===== src/rtl/fdc_pkg.sv =====
package fdc_pkg;

   localparam int SUB_W = 3;

   typedef logic [SUB_W-1:0] sub_t;

   typedef struct packed {
      logic [2:0] ipath;
      logic [1:0] cap;
      logic [2:0] vref;
   } fe_sel_t;

   // Range code to front-end selects; codes 6 and 7 never occur.
   function automatic fe_sel_t decode_sel(input sub_t code);
      fe_sel_t s;
      case (code[2:1])
         2'd0:    begin s.ipath = 3'b001; s.vref = 3'b100; end
         2'd1:    begin s.ipath = 3'b010; s.vref = 3'b010; end
         default: begin s.ipath = 3'b100; s.vref = 3'b001; end
      endcase
      s.cap = code[0] ? 2'b10 : 2'b01;
      return s;
   endfunction

endpackage


===== src/rtl/fdc_edge_sync.sv =====
module fdc_edge_sync #(
   parameter int STAGES = 2
) (
   input  logic clk,
   input  logic rst_n,
   input  logic din,
   output logic rise
);

   if (STAGES < 2) begin : g_bad_stages
      $error("fdc_edge_sync: STAGES must be at least 2");
   end

   logic [STAGES-1:0] sync_q;
   logic              last_q;

   always_ff @(posedge clk or negedge rst_n) begin
      if (!rst_n) begin
         sync_q <= '0;
         last_q <= 1'b0;
      end else begin
         sync_q <= {sync_q[STAGES-2:0], din};
         last_q <= sync_q[STAGES-1];
      end
   end

   assign rise = sync_q[STAGES-1] & ~last_q;

endmodule


===== src/rtl/fdc_window_counter.sv =====
module fdc_window_counter #(
   parameter int CNT_W       = 13,
   parameter int GATE_CYCLES = 50000
) (
   input  logic             clk,
   input  logic             rst_n,
   input  logic             rise,
   output logic             win_end,
   output logic [CNT_W-1:0] win_cnt
);

   localparam int TMR_W = (GATE_CYCLES > 2) ? $clog2(GATE_CYCLES) : 1;
   localparam logic [TMR_W-1:0] TMR_LAST = TMR_W'(GATE_CYCLES - 1);
   localparam logic [CNT_W-1:0] CNT_MAX  = '1;

   if (GATE_CYCLES < 2) begin : g_bad_gate
      $error("fdc_window_counter: GATE_CYCLES must be at least 2");
   end

   logic [TMR_W-1:0] tmr_q;
   logic [CNT_W-1:0] cnt_q;

   assign win_end = (tmr_q == TMR_LAST);
   // count including an edge arriving on the closing cycle, saturating
   assign win_cnt = (rise && cnt_q != CNT_MAX) ? cnt_q + 1'b1 : cnt_q;

   always_ff @(posedge clk or negedge rst_n) begin
      if (!rst_n) begin
         tmr_q <= '0;
         cnt_q <= '0;
      end else if (win_end) begin
         tmr_q <= '0;
         cnt_q <= '0;
      end else begin
         tmr_q <= tmr_q + 1'b1;
         cnt_q <= win_cnt;
      end
   end

endmodule


===== src/rtl/fdc_range_ctrl.sv =====
module fdc_range_ctrl
   import fdc_pkg::*;
#(
   parameter int CNT_W      = 13,
   parameter int UP_LIMIT   = 5000,
   parameter int DOWN_LIMIT = 450,
   parameter int MAX_CODE   = 5,
   parameter int RESET_CODE = 2
) (
   input  logic             clk,
   input  logic             rst_n,
   input  logic             win_end,
   input  logic [CNT_W-1:0] win_cnt,
   output sub_t             sub_q,
   output fe_sel_t          sel_q
);

   localparam logic [CNT_W-1:0] UP_L   = CNT_W'(UP_LIMIT);
   localparam logic [CNT_W-1:0] DOWN_L = CNT_W'(DOWN_LIMIT);
   localparam sub_t             TOP_C  = SUB_W'(MAX_CODE);
   localparam sub_t             RST_C  = SUB_W'(RESET_CODE);

   if (DOWN_LIMIT >= UP_LIMIT || UP_LIMIT >= (1 << CNT_W)) begin : g_bad_limits
      $error("fdc_range_ctrl: need DOWN_LIMIT < UP_LIMIT < 2**CNT_W");
   end
   if (MAX_CODE >= (1 << SUB_W) || RESET_CODE > MAX_CODE) begin : g_bad_codes
      $error("fdc_range_ctrl: range codes out of field");
   end

   sub_t inc_c, dec_c, sub_d;
   logic over, under;

   // incrementer and decrementer side by side, each saturating
   assign inc_c = (sub_q == TOP_C) ? sub_q : sub_q + 1'b1;
   assign dec_c = (sub_q == '0)    ? sub_q : sub_q - 1'b1;
   assign over  = win_cnt > UP_L;
   assign under = win_cnt < DOWN_L;

   always_comb begin
      sub_d = sub_q;
      if (win_end) begin
         if (over)       sub_d = inc_c;
         else if (under) sub_d = dec_c;
      end
   end

   always_ff @(posedge clk or negedge rst_n) begin
      if (!rst_n) begin
         sub_q <= RST_C;
         sel_q <= decode_sel(RST_C);
      end else begin
         sub_q <= sub_d;
         sel_q <= decode_sel(sub_d);
      end
   end

endmodule


===== src/rtl/subrange_fdc.sv =====
module subrange_fdc
   import fdc_pkg::*;
#(
   parameter int CNT_W       = 13,
   parameter int GATE_CYCLES = 50000,
   parameter int UP_LIMIT    = 5000,
   parameter int DOWN_LIMIT  = 450,
   parameter int SYNC_STAGES = 2
) (
   input  logic                   clk,
   input  logic                   rst_n,
   input  logic                   freq_in,
   output logic [SUB_W+CNT_W-1:0] word_o,
   output logic                   word_valid_o,
   output logic [2:0]             ipath_en_o,
   output logic [1:0]             cap_en_o,
   output logic [2:0]             vref_sel_o
);

   localparam int MAX_CODE   = 5;
   localparam int RESET_CODE = 2;

   logic             rise, win_end;
   logic [CNT_W-1:0] win_cnt;
   sub_t             sub_q;
   fe_sel_t          sel_q;

   fdc_edge_sync #(.STAGES(SYNC_STAGES)) u_sync (
      .clk  (clk),
      .rst_n(rst_n),
      .din  (freq_in),
      .rise (rise)
   );

   fdc_window_counter #(.CNT_W(CNT_W), .GATE_CYCLES(GATE_CYCLES)) u_win (
      .clk    (clk),
      .rst_n  (rst_n),
      .rise   (rise),
      .win_end(win_end),
      .win_cnt(win_cnt)
   );

   fdc_range_ctrl #(
      .CNT_W     (CNT_W),
      .UP_LIMIT  (UP_LIMIT),
      .DOWN_LIMIT(DOWN_LIMIT),
      .MAX_CODE  (MAX_CODE),
      .RESET_CODE(RESET_CODE)
   ) u_rng (
      .clk    (clk),
      .rst_n  (rst_n),
      .win_end(win_end),
      .win_cnt(win_cnt),
      .sub_q  (sub_q),
      .sel_q  (sel_q)
   );

   always_ff @(posedge clk or negedge rst_n) begin
      if (!rst_n) begin
         word_o       <= '0;
         word_valid_o <= 1'b0;
      end else begin
         word_valid_o <= win_end;
         if (win_end) word_o <= {sub_q, win_cnt};
      end
   end

   assign ipath_en_o = sel_q.ipath;
   assign cap_en_o   = sel_q.cap;
   assign vref_sel_o = sel_q.vref;

endmodule


===== config.mk =====
export PLATFORM = sky130hd
export DESIGN_NAME = subrange_fdc
export DESIGN_NICKNAME = d
export VERILOG_FILES = /design/src/rtl/fdc_pkg.sv /design/src/rtl/fdc_edge_sync.sv /design/src/rtl/fdc_window_counter.sv /design/src/rtl/fdc_range_ctrl.sv /design/src/rtl/subrange_fdc.sv
export SDC_FILE = /design/constraint.sdc
export NUM_CORES = 1
export LEC_CHECK = 0
export BUFFER_PORTS_ARGS = -buffer_cell sky130_fd_sc_hd__buf_2
export CORE_ASPECT_RATIO = 2
export CORE_MARGIN = 2
export CORE_UTILIZATION = 53
export CTS_CLUSTER_SIZE = 10
export DETAILED_ROUTE_END_ITERATION = 12
export GPL_TIMING_DRIVEN = 0
export PLACE_DENSITY = 0.86
export RECOVER_POWER = 100
export SYNTH_ARGS = -nofsm -noshare
export SYNTH_HDL_FRONTEND = slang
export SYNTH_SLANG_ARGS = --single-unit

===== constraint.sdc =====
create_clock -name clk -period 2.6 [get_ports clk]
set_input_delay 0.39 -clock clk [delete_from_list [all_inputs] [get_ports clk]]
set_output_delay 0.39 -clock clk [all_outputs]
set_load 0.05 [all_outputs]

== After elaboration in Yosys (flattened, before gate mapping) ==
Index checks and enable logic that the tools add are counted.
Storage, ports and cells
  bits in registers: 60
Operators by class
  bitwise gates (word level): 2
  magnitude comparators: 2
  multiplexer cells: 11
  equal/unequal tests: 4
  add/subtract/negate cells: 4
  reduce and logical (&&, ||, !) cells: 3
Operator list (number)
  $mux 13: 2
  $add 16x1->16 const B: 1
  $eq 16x16->1 const B: 1
  $mux 16: 1
  $mux 3: 5
  $add 13x1->13 const B: 1
  $gt 13x13->1 const B: 1
  $lt 13x9->1 const B: 1
  $ne 13x13->1 const B: 1
  $pmux 3 s2: 2
  $add 3x1->3 const B: 1
  $eq 3x3->1 const B: 1
  $logic_not 3->1: 1
  $sub 3x1->3 const B: 1
  $eq 2x1->1 const B: 1
  $logic_not 2->1: 1
  $mux 2: 1
  $and 1x1->1: 1
  $logic_and 1x1->1: 1
  $not 1->1: 1

== Logic depth before layout (Yosys ltp) ==
  word-level depth: 10
  mapped depth: 9

== By module ==
Synthesis repeated with hierarchy kept, for this count alone.
Unflattened totals
  cell total of the unflattened synthesis: 247
  area total of the unflattened synthesis: 2810.2 µm²
Modules (own cells, without submodules)
  fdc_window_counter: times used 1, area each 1547.7 µm², cells an instance 160
  subrange_fdc: times used 1, area each 674.4 µm², cells an instance 35
  fdc_range_ctrl: times used 1, area each 499.2 µm², cells an instance 48
  fdc_edge_sync: times used 1, area each 88.8 µm², cells an instance 4

== Worst setup path before layout ==
OpenSTA, ideal clock, no wires.
  path type: register -> register
  from: register u_win.cnt_q[0]
  to: register, netlist name u_rng.sel_q[5]
  arrival time: 2.458 ns
  setup time: 0.126 ns
  cell stages (with the launch flop): 10
  buffers on the path: 0
  slack: 0.016 ns
  path through: dfrtp_1 -> ha_1 -> nand3_4 -> nor4_1 -> mux2i_1 -> nand3_1 -> o311ai_4 -> o22ai_2 -> a211oi_2 -> nor2_1
Between the ends
  word-level cells in the longest chain between the ends: 9
  elaborated cells between the ends (all ways): 12
  those cells by class: 1 x add/sub; 2 x order compare; 2 x eq/ne; 5 x mux; 2 x reduce/logical
Ends and longest elaborated chain
  start: declaration: line fdc_window_counter.sv:21  | logic [CNT_W-1:0] cnt_q;
  start signal: assignment: line fdc_window_counter.sv:36  | cnt_q <= win_cnt;
  parallel branches: the longest is 2 deep, another holds $add 13x1->13
  $mux 13 *: line fdc_window_counter.sv:25  | assign win_cnt = (rise && cnt_q != CNT_MAX) ? cnt_q + 1'b1 : cnt_q;
  $lt 13x9->1: line fdc_range_ctrl.sv:37  | assign under = win_cnt < DOWN_L;
  $mux 3: line fdc_range_ctrl.sv:43  | else if (under) sub_d = dec_c;
  $mux 3 *: line fdc_range_ctrl.sv:42  | if (over) sub_d = inc_c;
  $mux 3 *: line fdc_range_ctrl.sv:41  | if (win_end) begin
  named net u_rng.sub_d[2]: line fdc_range_ctrl.sv:30  | sub_t inc_c, dec_c, sub_d;
  $eq 2x1->1 or $logic_not 2->1 (tied branches): line fdc_pkg.sv:16  | case (code[2:1])
  $pmux 3 s2 *: line fdc_pkg.sv:16
Mark *: on every way through the listed nets, which the timed path passes.
A chain may end at the register's enable or synchronous reset.

== Worst setup path after layout ==
  from: register u_sync.last_q
  to: register, netlist name u_rng.sel_q[5]
Between the ends
  word-level cells in the longest chain between the ends: 10
  elaborated cells between the ends (all ways): 12
  those cells by class: 2 x order compare; 1 x eq/ne; 5 x mux; 2 x bitwise; 2 x reduce/logical
Ends and longest elaborated chain
  start: declaration: line fdc_edge_sync.sv:15  | logic last_q;
  start signal: assignment: line fdc_edge_sync.sv:23  | last_q <= sync_q[STAGES-1];
  $not 1->1 *: line fdc_edge_sync.sv:27  | assign rise = sync_q[STAGES-1] & ~last_q;
  $and 1x1->1 *: line fdc_edge_sync.sv:27
  $logic_and 1x1->1 *: line fdc_window_counter.sv:25
  $mux 13 *: line fdc_window_counter.sv:25
  $lt 13x9->1: line fdc_range_ctrl.sv:37
  $mux 3: line fdc_range_ctrl.sv:43
  $mux 3 *: line fdc_range_ctrl.sv:42
  $mux 3 *: line fdc_range_ctrl.sv:41
  named net u_rng.sub_d[2]: line fdc_range_ctrl.sv:30
  $eq 2x1->1 or $logic_not 2->1 (tied branches): line fdc_pkg.sv:16
  $pmux 3 s2 *: line fdc_pkg.sv:16
The timed path passes the listed nets; every way through them passes the cells marked *.

==> run_results.csv <==
group,metric,value,unit
global_routing,grt_start_max_net_pins,57,
outcome,violations,"setup timing",
floorplanning,num_rows,37,
synthesis,synth_area_leader_cell,"dfrtp_1",
sta,slew_headroom,8.38,%
synthesis,synth_edf_count,0,
power,pwr-share-comb,22.9,%
floorplanning,die_height,107,µm
power,seqPwrFrac,51.1,%
cells_and_area,layout-drive-gt1-share,22.7,%
detailed_routing,via_count,2335,
cells_and_area,multi_input_area,1460,µm²
synthesis,synth_nets,285,
sta,tightest_slew,1.37,ns
floorplanning,die_w,55.6,µm
floorplanning,core_area,5140,µm²
detailed_routing,drtPass1Iterations,5,
sta,hold_viol_final,0,
clocking,clock-sinks,56,
critical_path,timing_worst_setup_path_type,"reg2reg",
clocking,cts_tree,"yes",
power,power.net_switching,0.659,mW
critical_path,startpoint_type,"flip-flop",
clocking,cts_max_path_buffers,2,
floorplanning,ios,28,
sta,slew_viol_final,0,
floorplanning,die-area,5960,µm²
synthesis,synth.cell_area,2820,µm²
floorplanning,start_util,55.0,%
place,globalplace.congestion,0.846,
cells_and_area,areaGrowthSynthToFinish,18.1,%
power,p_leak,1.45,nW
critical_path,crit_path_end_kind,"flip-flop",
global_routing,grt_pass1_vias,2392,
synthesis,ys_ff_latch,56,
critical_path,crit_required,2.81,ns
synthesis,ys_async_sr_fraction,100,%
clocking,cts-root-buf,"clkbuf_8",
global_routing,grt_pass1_wl,11200,µm
place,dpl_cell_area,3030,µm²
worst_hold_path,min_path_type,"in2reg",
sta,max_freq,0.368,GHz
synthesis,synth_common_cells,"53 x dfrtp_1, 29 x nand2_1, 28 x nor2_1",
sta,finalCriticalPeriod,2.71,ns
sta,finalSetupTns,-0.321,ns
synthesis,synth-main-ff-cell,"dfrtp_1",
critical_path,arrival,2.93,ns
sta,period_share,104,%
synthesis,yosysTopAreaCellShare,47.0,%
global_routing,grt_overflow,0,
clocking,htreeDepth,2,
power,sw_frac_of_total,33.9,%
synthesis,syn_avg_cell_area,10.3,µm²
synthesis,synth_cells,275,
sta,setup_slack,-0.114,ns
cells_and_area,fill_cells,416,
detailed_routing,drc,0,
run,cap_violations,0,
clocking,clk_latency,0.35,ns
sta,clock-skew-final,0.0229,ns
synthesis,ys_types,56,
global_routing,antenna_found_initial,0,
power,vdd_drop_max,0.000723,V
power,pwr-share-clk,26.0,%
power,p_per_area,583,nW/µm²
cells_and_area,seq_area,1410,µm²
detailed_routing,postRouteAntennaNets,0,
outcome,status,"complete, but fails checks",
cells_and_area,stdcell_area,3340,µm²
cells_and_area,diodes,0,
sta,setup_viol,5,
detailed_routing,routed_via_density,6.14,
power,total_power,1.95,mW
detailed_routing,wl_per_cell,17.9,µm
synthesis,synthTopCellsByArea,"dfrtp_1 47%, nand2_1 3.9%, nor2_1 3.7%",
cells_and_area,final_util,64.9,%
clocking,cts_buffers,5,
power,power.internal,1.29,mW
synthesis,seq_area_frac_synth,49.8,%
detailed_routing,wl,6790,µm
place,dp_hpwl,4440,µm
critical_path,crit_fanout,4,
cells_and_area,finalNetCount,331,
place,port_buffers,27,
clocking,cts_hold_buffers,0,
synthesis,yosysMostFrequentCell,"dfrtp_1",
synthesis,synth_warnings,0,
detailed_routing,drtIter0Drc,80,
sta,rsz0062_at_grt,"true",
global_routing,grtUsageTotal,24.3,%
clocking,clk_pin_slew,0.12,ns
-- path summary, 6_finish.rpt --
kind	cells after the start	from	slack (ns)	endpoint
min in group asynchronous	1	rst_n	0.34	word_o[3]
setup / recovery	8	u_sync.last_q	-0.11	u_rng.sel_q[5]
hold reg to reg	0	u_sync.sync_q[0]	0.37	u_sync.sync_q[1]
max in group asynchronous	1	rst_n	1.33	u_win.cnt_q[0]
hold / removal	1	freq_in	0.14	u_sync.sync_q[0]
setup reg to reg	8	u_sync.last_q	-0.11	u_rng.sel_q[5]
-- power groups by stage --
stage	logic (mW)	clock network, mW	registers [mW]
after floorplan	0.231	0	0.990
after detailed placement	0.307	0	1.01
after CTS	0.414	0.510	0.983
final	0.446	0.506	0.993
after global placement	0.297	0	1.00
after global routing	0.485	0.547	1.00
-- through the flow --
stage               std cells  hold WS [ns]  worst slack (ns)
global route              380         0.138            -0.196
detailed placement        360         0.341            -0.459
global placement          360         0.334            -0.354
finish                    380         0.137            -0.114
floorplan                 275        0.0944            0.0159
CTS                       377         0.142           -0.0986
-- area by class of cell --
cell class                      instances  area share, %
Tap cell                               58           2.18
Clock buffer                            5           2.06
Timing Repair Buffer                   39           5.81
Sequential cell                        56           42.3
Multi-Input combinational cell        198           43.8
Inverter                                8          0.900
Clock inverter                          3          0.713
Buffer                                 13           2.21
-- layout by cell type, fill, tap and decap left out, drive strengths merged, types with 2 or more instances in the layout --
cell,netlist,layout
a41o,2,2
nor3,5,5
and2,5,5
xor2,12,12
ha,7,7
a211oi,3,3
inv,8,8
dfrtp,53,53
or4,2,2
nand3,12,12
buf,6,19
nand2,29,29
o2111a,2,2
o311ai,3,3
nor4,10,10
clkbuf,7,38
o21ai,22,22
nand4b,2,2
dfstp,3,3
nor2,29,29
mux2i,5,5
or3,5,5
or2,3,3
o31ai,2,2
clkinvlp,0,2
a21oi,3,3
nand4,8,8
xnor2,6,6
nor2b,3,3
o41ai,2,2
and3,4,4
-- repair_timing --
action | 4_1_cts | 5_1_grt
resized for setup | 20 | 20
pin swaps | 6 | 4
buffers inserted | 9 | 3
endpoints found under the setup margin | 12 | 27
-- per-layer routing --
layer  routed length [µm]  GRT usage, %
met1                 2480          26.3
met2                 3790          42.9
met3                  298          5.55
met4                  224          13.1
met5                    0             0
-- flip-flops by register name (all words and copies together), names as in the netlist --
name	cells
u_rng.sel_q	4
u_rng.sub_q	3
u_sync.last_q	1
u_sync.sync_q	2
u_win.cnt_q	13
u_win.tmr_q	16
word_o	16
word_valid_o	1
-- worst max-delay path: stages (launching register included) --
cell and delay (ns):
dfrtp_1 0.42, nand4b_1 0.26, or3_4 0.41, mux2i_4 0.22, or3_4 0.39, o2111a_1 0.24
o221a_1 0.29, a211oi_2 0.28, nor2_1 0.07
-- logic make-up after synthesis --
kind of cell    after synthesis  synth area share, %
compound gates               48                 12.6
xor+xnor                     18                 5.58
fa+ha+maj                     7                 3.10
buf+inv                      21                 3.50
flops                        56                 49.8
mux                           5                 1.77
simple gates                120                 23.7
Power figures use the tool's default switching activity.
